### src/rtl/dma_hold_addr_gen_pkg.sv
package dma_hold_addr_gen_pkg;
  localparam int LG_W  = 2;
  localparam int OFF_W = 4;

  typedef struct packed {
    logic            hold;
    logic [LG_W-1:0] lg;
  } side_cfg_t;

  function automatic logic [OFF_W-1:0] win_last(input logic [LG_W-1:0] lg);
    return OFF_W'((1 << lg) - 1);
  endfunction
endpackage

### src/rtl/dma_hold_mode_decode.sv
module dma_hold_mode_decode
  import dma_hold_addr_gen_pkg::*;
#(
  parameter int MODE_W   = 32,
  parameter int HOLD_BIT = 12,
  parameter int SIZE_LSB = 14
) (
  input  logic [MODE_W-1:0] mode_i,
  output side_cfg_t         cfg_o
);
  always_comb begin
    cfg_o.hold = mode_i[HOLD_BIT];
    cfg_o.lg   = mode_i[SIZE_LSB +: LG_W];
  end
endmodule

### src/rtl/dma_hold_side.sv
module dma_hold_side
  import dma_hold_addr_gen_pkg::*;
#(
  parameter int ADDR_W = 32
) (
  input  logic              clk,
  input  logic              rst_n,
  input  logic              load_i,
  input  logic              adv_i,
  input  logic [ADDR_W-1:0] start_i,
  input  side_cfg_t         cfg_i,
  output logic [ADDR_W-1:0] addr_o
);
  logic [ADDR_W-1:0] base_q, base_d;
  logic [ADDR_W-1:0] off_q, off_d;
  side_cfg_t         cfg_q, cfg_d;
  logic              en;
  logic              at_last;

  assign at_last = (off_q == ADDR_W'(win_last(cfg_q.lg)));
  assign en      = load_i | adv_i;

  always_comb begin
    base_d = base_q;
    off_d  = off_q;
    cfg_d  = cfg_q;
    if (load_i) begin
      base_d = start_i;
      off_d  = '0;
      cfg_d  = cfg_i;
    end else if (adv_i) begin
      if (cfg_q.hold && at_last) off_d = '0;
      else                       off_d = off_q + ADDR_W'(1);
    end
  end

  always_ff @(posedge clk or negedge rst_n) begin
    if (!rst_n) begin
      base_q <= '0;
      off_q  <= '0;
      cfg_q  <= '0;
    end else if (en) begin
      base_q <= base_d;
      off_q  <= off_d;
      cfg_q  <= cfg_d;
    end
  end

  assign addr_o = base_q + off_q;
endmodule

### src/rtl/dma_hold_addr_gen.sv
module dma_hold_addr_gen
  import dma_hold_addr_gen_pkg::*;
#(
  parameter int ADDR_W       = 32,
  parameter int MODE_W       = 32,
  parameter int SRC_HOLD_BIT = 12,
  parameter int DST_HOLD_BIT = 13,
  parameter int SRC_SIZE_LSB = 14,
  parameter int DST_SIZE_LSB = 16
) (
  input  logic              clk,
  input  logic              rst_n,
  input  logic              load_i,
  input  logic              advance_i,
  input  logic [ADDR_W-1:0] src_start_i,
  input  logic [ADDR_W-1:0] dst_start_i,
  input  logic [MODE_W-1:0] mode_i,
  output logic [ADDR_W-1:0] src_addr_o,
  output logic [ADDR_W-1:0] dst_addr_o
);
  localparam int NSIDE = 2;

  logic [1:0] rst_sync_q;
  logic       rst_int_n;

  always_ff @(posedge clk or negedge rst_n) begin
    if (!rst_n) rst_sync_q <= '0;
    else        rst_sync_q <= {rst_sync_q[0], 1'b1};
  end
  assign rst_int_n = rst_sync_q[1];

  localparam int HOLD_BITS [NSIDE] = '{SRC_HOLD_BIT, DST_HOLD_BIT};
  localparam int SIZE_LSBS [NSIDE] = '{SRC_SIZE_LSB, DST_SIZE_LSB};

  logic [ADDR_W-1:0] starts [NSIDE];
  logic [ADDR_W-1:0] addrs  [NSIDE];
  side_cfg_t         cfgs   [NSIDE];

  assign starts[0] = src_start_i;
  assign starts[1] = dst_start_i;

  for (genvar s = 0; s < NSIDE; s++) begin : g_side
    dma_hold_mode_decode #(
      .MODE_W  (MODE_W),
      .HOLD_BIT(HOLD_BITS[s]),
      .SIZE_LSB(SIZE_LSBS[s])
    ) dec_i (
      .mode_i(mode_i),
      .cfg_o (cfgs[s])
    );

    dma_hold_side #(.ADDR_W(ADDR_W)) side_i (
      .clk    (clk),
      .rst_n  (rst_int_n),
      .load_i (load_i),
      .adv_i  (advance_i),
      .start_i(starts[s]),
      .cfg_i  (cfgs[s]),
      .addr_o (addrs[s])
    );
  end

  assign src_addr_o = addrs[0];
  assign dst_addr_o = addrs[1];
endmodule

### config.mk
export PLATFORM = sky130hd
export DESIGN_NAME = dma_hold_addr_gen
export DESIGN_NICKNAME = d
export VERILOG_FILES = /design/src/rtl/dma_hold_addr_gen_pkg.sv /design/src/rtl/dma_hold_mode_decode.sv /design/src/rtl/dma_hold_side.sv /design/src/rtl/dma_hold_addr_gen.sv
export SDC_FILE = /design/constraint.sdc
export NUM_CORES = 1
export LEC_CHECK = 0
export ABC_AREA = 1
export ABC_CLOCK_PERIOD_IN_PS = 3800
export BUFFER_PORTS_ARGS = -buffer_cell sky130_fd_sc_hd__buf_2
export CAP_MARGIN = 40
export CORE_ASPECT_RATIO = 0.8
export CORE_MARGIN = 1
export CORE_UTILIZATION = 54
export DETAILED_ROUTE_END_ITERATION = 8
export PLACE_DENSITY_LB_ADDON = 0.05
export SETUP_SLACK_MARGIN = 0.4
export SYNTH_ARGS = -nofsm -noshare
export SYNTH_HDL_FRONTEND = slang
export SYNTH_SLANG_ARGS = --single-unit
### constraint.sdc
create_clock -name clk -period 3.8 [get_ports clk]
set_input_delay 0 -clock clk [delete_from_list [all_inputs] [get_ports clk]]
set_output_delay 0 -clock clk [all_outputs]
set_load 0.005 [all_outputs]
# [Word level (Yosys, flattened, before mapping)]
# Index checks and enable logic that the tools add are counted.
[classes] shifts=2 bitwise=1 mux=6 add_sub_neg=6 reduce_logical=5 n_eq_ne=2
[ops] operator="32-bit two-way mux" count=6
[ops] operator="32-bit by 1-bit adder with 32-bit output (second input constant)" count=2
[ops] operator="32-bit adder" count=2
[ops] operator="32-bit by 4-bit equality test with 1-bit output" count=2
[ops] operator="1-bit by 2-bit left shift with 4-bit output (first input constant)" count=2
[ops] operator="4-bit by 2-bit subtractor with 4-bit output (second input constant)" count=2
[ops] operator="2-bit AND reduction" count=2
[ops] operator="1-bit logical AND" count=2
[ops] operator="2-bit nonzero test" count=1
[ops] operator="1-bit OR" count=1
[word_totals] register_bits=136 elab_cells=31 out_inout_bits=64 input_bits=100

# [Depth between registers and ports, before layout]
[depth] depth_word=7 mapped_depth=12 ltp_nobuf=12

# [By module]
# A second synthesis with hierarchy kept.
[unflattened] cells_unflattened=2048 area_unflattened_um2=12134.1
[by_module_without_submodules] mod="dma_hold_side at g_side[0].side_i" area_per_inst_um2=6020.8 cells_each=1026 n_inst=1 seq_area_each_um2=1676.6
[by_module_without_submodules] mod="dma_hold_side at g_side[1].side_i" area_per_inst_um2=6014.5 cells_each=1013 n_inst=1 seq_area_each_um2=1676.6
[by_module_without_submodules] mod="dma_hold_addr_gen" area_per_inst_um2=53.8 cells_each=3 n_inst=1 seq_area_each_um2=50.0
[by_module_without_submodules] mod="dma_hold_mode_decode" area_per_inst_um2=22.5 cells_each=3 n_inst=2 seq_area_each_um2=0.0

# [Worst setup path before layout]
# No wires, ideal clock.
[synth_path] path_kind="register -> output" start="reg g_side[1].side_i.off_q[0]" end="out dst_addr_o[16]" t_arrival_ns=1.796 n_path_buf=0 path_slack_ns=2.004 required_ns=3.800 path_stages_with_launch=12 path_cell_list="dfrtp_1 ha_1 fa_1 nand3_1 nand3_1 nand2_1 nand2_1 nand2_1 nor2_1 nor2_1 nand2_1 nand2_1"
[synth_between] elab_chain_len=1
[synth_lines] item="from (decl)" line_no="dma_hold_side.sv:15" rtl="logic [ADDR_W-1:0] off_q, off_d;"
[synth_lines] item="from (signal assigned)" line_no="dma_hold_side.sv:40" rtl="off_q <= '0;"
[synth_lines] item="from (signal assigned)" line_no="dma_hold_side.sv:44" rtl="off_q <= off_d;"
[synth_lines] item="32-bit adder" line_no="dma_hold_side.sv:49" rtl="assign addr_o = base_q + off_q;"
[synth_lines] item="to (decl)" line_no="dma_hold_addr_gen.sv:19" rtl="output logic [ADDR_W-1:0] dst_addr_o"
# No other way between the ends.

# [Worst setup path in the final report]
[layout_path] start="reg g_side[1].side_i.off_q[0]" end="out dst_addr_o[28]"
# The elaborated chain is that of the path after synthesis.

==> impl_metrics.ini <==
[grt]
grt.met2_usage_pct = 47.0
use_met1_pct = 57.4
global_routing_met3_resource_utilization_pct = 7.89
grt_pass1_wl_mm = 62.3
number_of_antenna_violations_at_the_first_check_in_global_routing = 0
grt_max_degree = 80
grt_overflow_total = 0
grt_busiest_layer = met1
globalRouteTotalUtil_pct = 35.4
first_global_vias = 11600

[sta]
grt_setup_unrepaired = no
clock.fmax_mhz = 358
fin_tns_setup_ns = 0
fin_worst_skew_ns = 0.0121
tightestPinTransition_ns = 0.874
finalSetupViolations = 0
hold_viol = 0
normalized_max_slew_margin_pct = 41.7
period_share_pct = 73.4
slew_violations = 0
finalWorstPathRequiredPeriod_ns = 2.79

[pwr]
power.density_mw_per_mm2 = 280
totalPowerFinal_mw = 4.02
internal_power_mw = 2.85
combinational_cell_fraction_of_total_power_pct = 16.7
leakagePower_nw = 8.11
peakVddDrop_v = 0.000370
clock_power_share_pct = 43.4
pwr-share-seq_pct = 39.8
total_switching_power_mw = 1.17
swShare_pct = 29.1

[routing]
wl_mm = 39.5
dr_total_vias = 13400
routed_length_per_instance_um = 15.5
detailedRoute.firstPassIterationCount = 5
first_iter_violations = 1586
drt.antenna.violating_nets = 0
drcViolationCount = 0
dr_vias_cell = 5.25

[yosys]
synth_cell_types = 38
postSynthCellCount = 2034
postSynthNetCount = 2200
yosysSeqAreaShare_pct = 28.3
ys_warn_count = 0
synth.top_cells.by_area = nand2_1 (29%), dfrtp_1 (28%), inv_1 (9.2%), ha_1 (6.7%), nor2_1 (5.8%)
synthArstFlopShare_pct = 100
yosysTopAreaCell = nand2_1
synthesis.area_mm2 = 0.0120
synth-seq-cells = 136
most_used_flip_flop_cell_after_synthesis = dfrtp_1
synth_edf_count = 0
syn_area_cell_um2 = 5.91
yosysMostFrequentCell = nand2_1
area_fraction_of_the_dominant_cell_type_after_synthesis_pct = 28.5
synthTopCellsByCount = nand2_1 (913), inv_1 (295), nor2_1 (186)

[clocking]
tritoncts = built
clk_latency_ns = 0.43
cts_buffers = 17
cts-root-to-sink-buffers = 2
htree_num_levels = 4
clock_tree.root_cell = clkbuf_16
cts_num_sinks = 136
cts.repair.resized = 0
clock_transition_at_the_register_clock_pins_on_the_worst_setup_and_hold_paths_after_cts_ns = 0.07

[worst_setup_path]
crit_type = register to output pin
critPathMaxFanout = 8
cp_data_arrival_time_ns = 2.79
critical_path.startpoint_type = register
timing.critical_path.to_type = output pin
required_ns = 3.80

[floorplan]
io_pins = 164
initial_standard_cell_utilization_of_the_core_pct = 55.4
die_w_um = 169
total_core_area_mm2 = 0.0217
dieArea_mm2 = 0.0229
row_count = 48
die_y_um = 135

[finish]
drive_gt1_share_pct = 10.0
fin_nets = 2401
antenna-diode-count = 0
flow.area_growth_from_synthesis_pct = 19.5
fill_cells = 2011

[place]
dp.final_hpwl_mm = 30.1
globalplace.congestion = 0.990
numPortBuffers = 137

[flow_run]
timing.max_cap.violations = 0

[min_path]
timing.hold.worst.class = primary input to register

[outcome]
outcome = finished clean
## worst paths after layout
kind / endpoint / slack, ns / start / cells past startpoint
hold reg to reg: rst_sync_q[1]$_DFF_PN0_ / 0.35 / rst_sync_q[0]$_DFF_PN0_ / 0
min in group asynchronous: rst_sync_q[1]$_DFF_PN0_ / 0.43 / rst_n / 3
hold / removal: g_side[0].side_i.off_q[31]$_DFFE_PN0N_ / 0.02 / advance_i / 3
setup / recovery: dst_addr_o[28] / 1.01 / g_side[1].side_i.off_q[0]$_DFFE_PN0N_ / 11
setup reg to reg: g_side[0].side_i.off_q[30]$_DFFE_PN0N_ / 1.73 / g_side[0].side_i.off_q[1]$_DFFE_PN0N_ / 8
max in group asynchronous: g_side[1].side_i.base_q[22]$_DFFE_PN0P_ / 2.46 / rst_sync_q[1]$_DFF_PN0_ / 1
## metrics by stage
step | cells | util (%) | hold slack, ns | area, um^2 | worst slack, ns
after CTS | 2547 | 66.2 | 0.00103 | 14400 | 1.01
after floorplan | 2034 | - | -0.296 | 12000 | 1.54
final | 2547 | 66.2 | 0.0165 | 14400 | 1.01
after global routing | 2547 | 66.2 | 0.0355 | 14400 | 0.759
after detailed placement | 2444 | 60.1 | -0.212 | 13000 | 1.50
after global placement | 2443 | 60.0 | -0.215 | 13000 | 1.49
## metal layers
layer | vias up | share of wire, %
met2 | 639 | 38
met1 | 5980 | 51
li1 | 6710 | -
met4 | 0 | 0.87
met3 | 37 | 11
met5 | - | 0
## final cells by class
| cell class | count | area, um^2 | share of cell area [%] |
|---|---|---|---|
| Clock buffer | 19 | 443 | 3.08 |
| Clock inverter | 12 | 166 | 1.16 |
| Inverter | 310 | 1160 | 8.11 |
| Multi-Input combinational cell | 1554 | 7320 | 51.0 |
| Sequential cell | 136 | 3410 | 23.7 |
| Tap cell | 300 | 375 | 2.61 |
| Timing Repair Buffer | 216 | 1480 | 10.3 |
## critical path, cell delays in order (launching register included)
cell and delay (ns):
dfrtp_1 0.49, ha_1 0.34, fa_1 0.48, nand3_1 0.12, nand3_1 0.14, nand3_1 0.10, nand3_1 0.23, nand2_1 0.18
nand2_1 0.06, nand2_1 0.06, nand2_1 0.05, buf_2 0.12
## placed cells by master, fill, tap and decap left out, drive strengths merged, types with 19 or more instances in the layout
cell type,n
nor2,205
a21oi,40
dlygate4sd3,72
inv,313
buf,144
nand3,103
clkbuf,19
nand4,66
ha,64
nand2,922
dfrtp,136
o21ai,60
xor2,37
## kinds of logic after synthesis
| group | share of synthesized area [%] |
|---|---|
| xor gates and xnor gates | 3.06 |
| other | 0.0312 |
| and+or+nand+nor | 45.6 |
| adders and majority gates | 7.00 |
| AOI/OAI and AO/OA | 5.13 |
| buffers and inverters | 10.8 |
| DFF | 28.3 |
## power by group through the flow
stage	sequential [mW]	combinational (mW)	clock, mW
global route	1.61	0.748	1.83
CTS	1.60	0.660	1.77
floorplan	1.60	0.366	0
detailed placement	1.63	0.599	0
finish	1.60	0.674	1.75
global placement	1.62	0.587	0
## flip-flops by register name, summed over array words and instances, names as in the netlist
name / cells
g_side.side_i.base_q: 64
g_side.side_i.cfg_q: 6
g_side.side_i.off_q: 64
rst_sync_q: 2
## repair_timing
item | 4_1_cts | 5_1_grt
hold endpoints to repair | 72 | 0
setup buffers | 0 | 0
hold buffers | 72 | 0
Power figures use the tool's default switching activity.
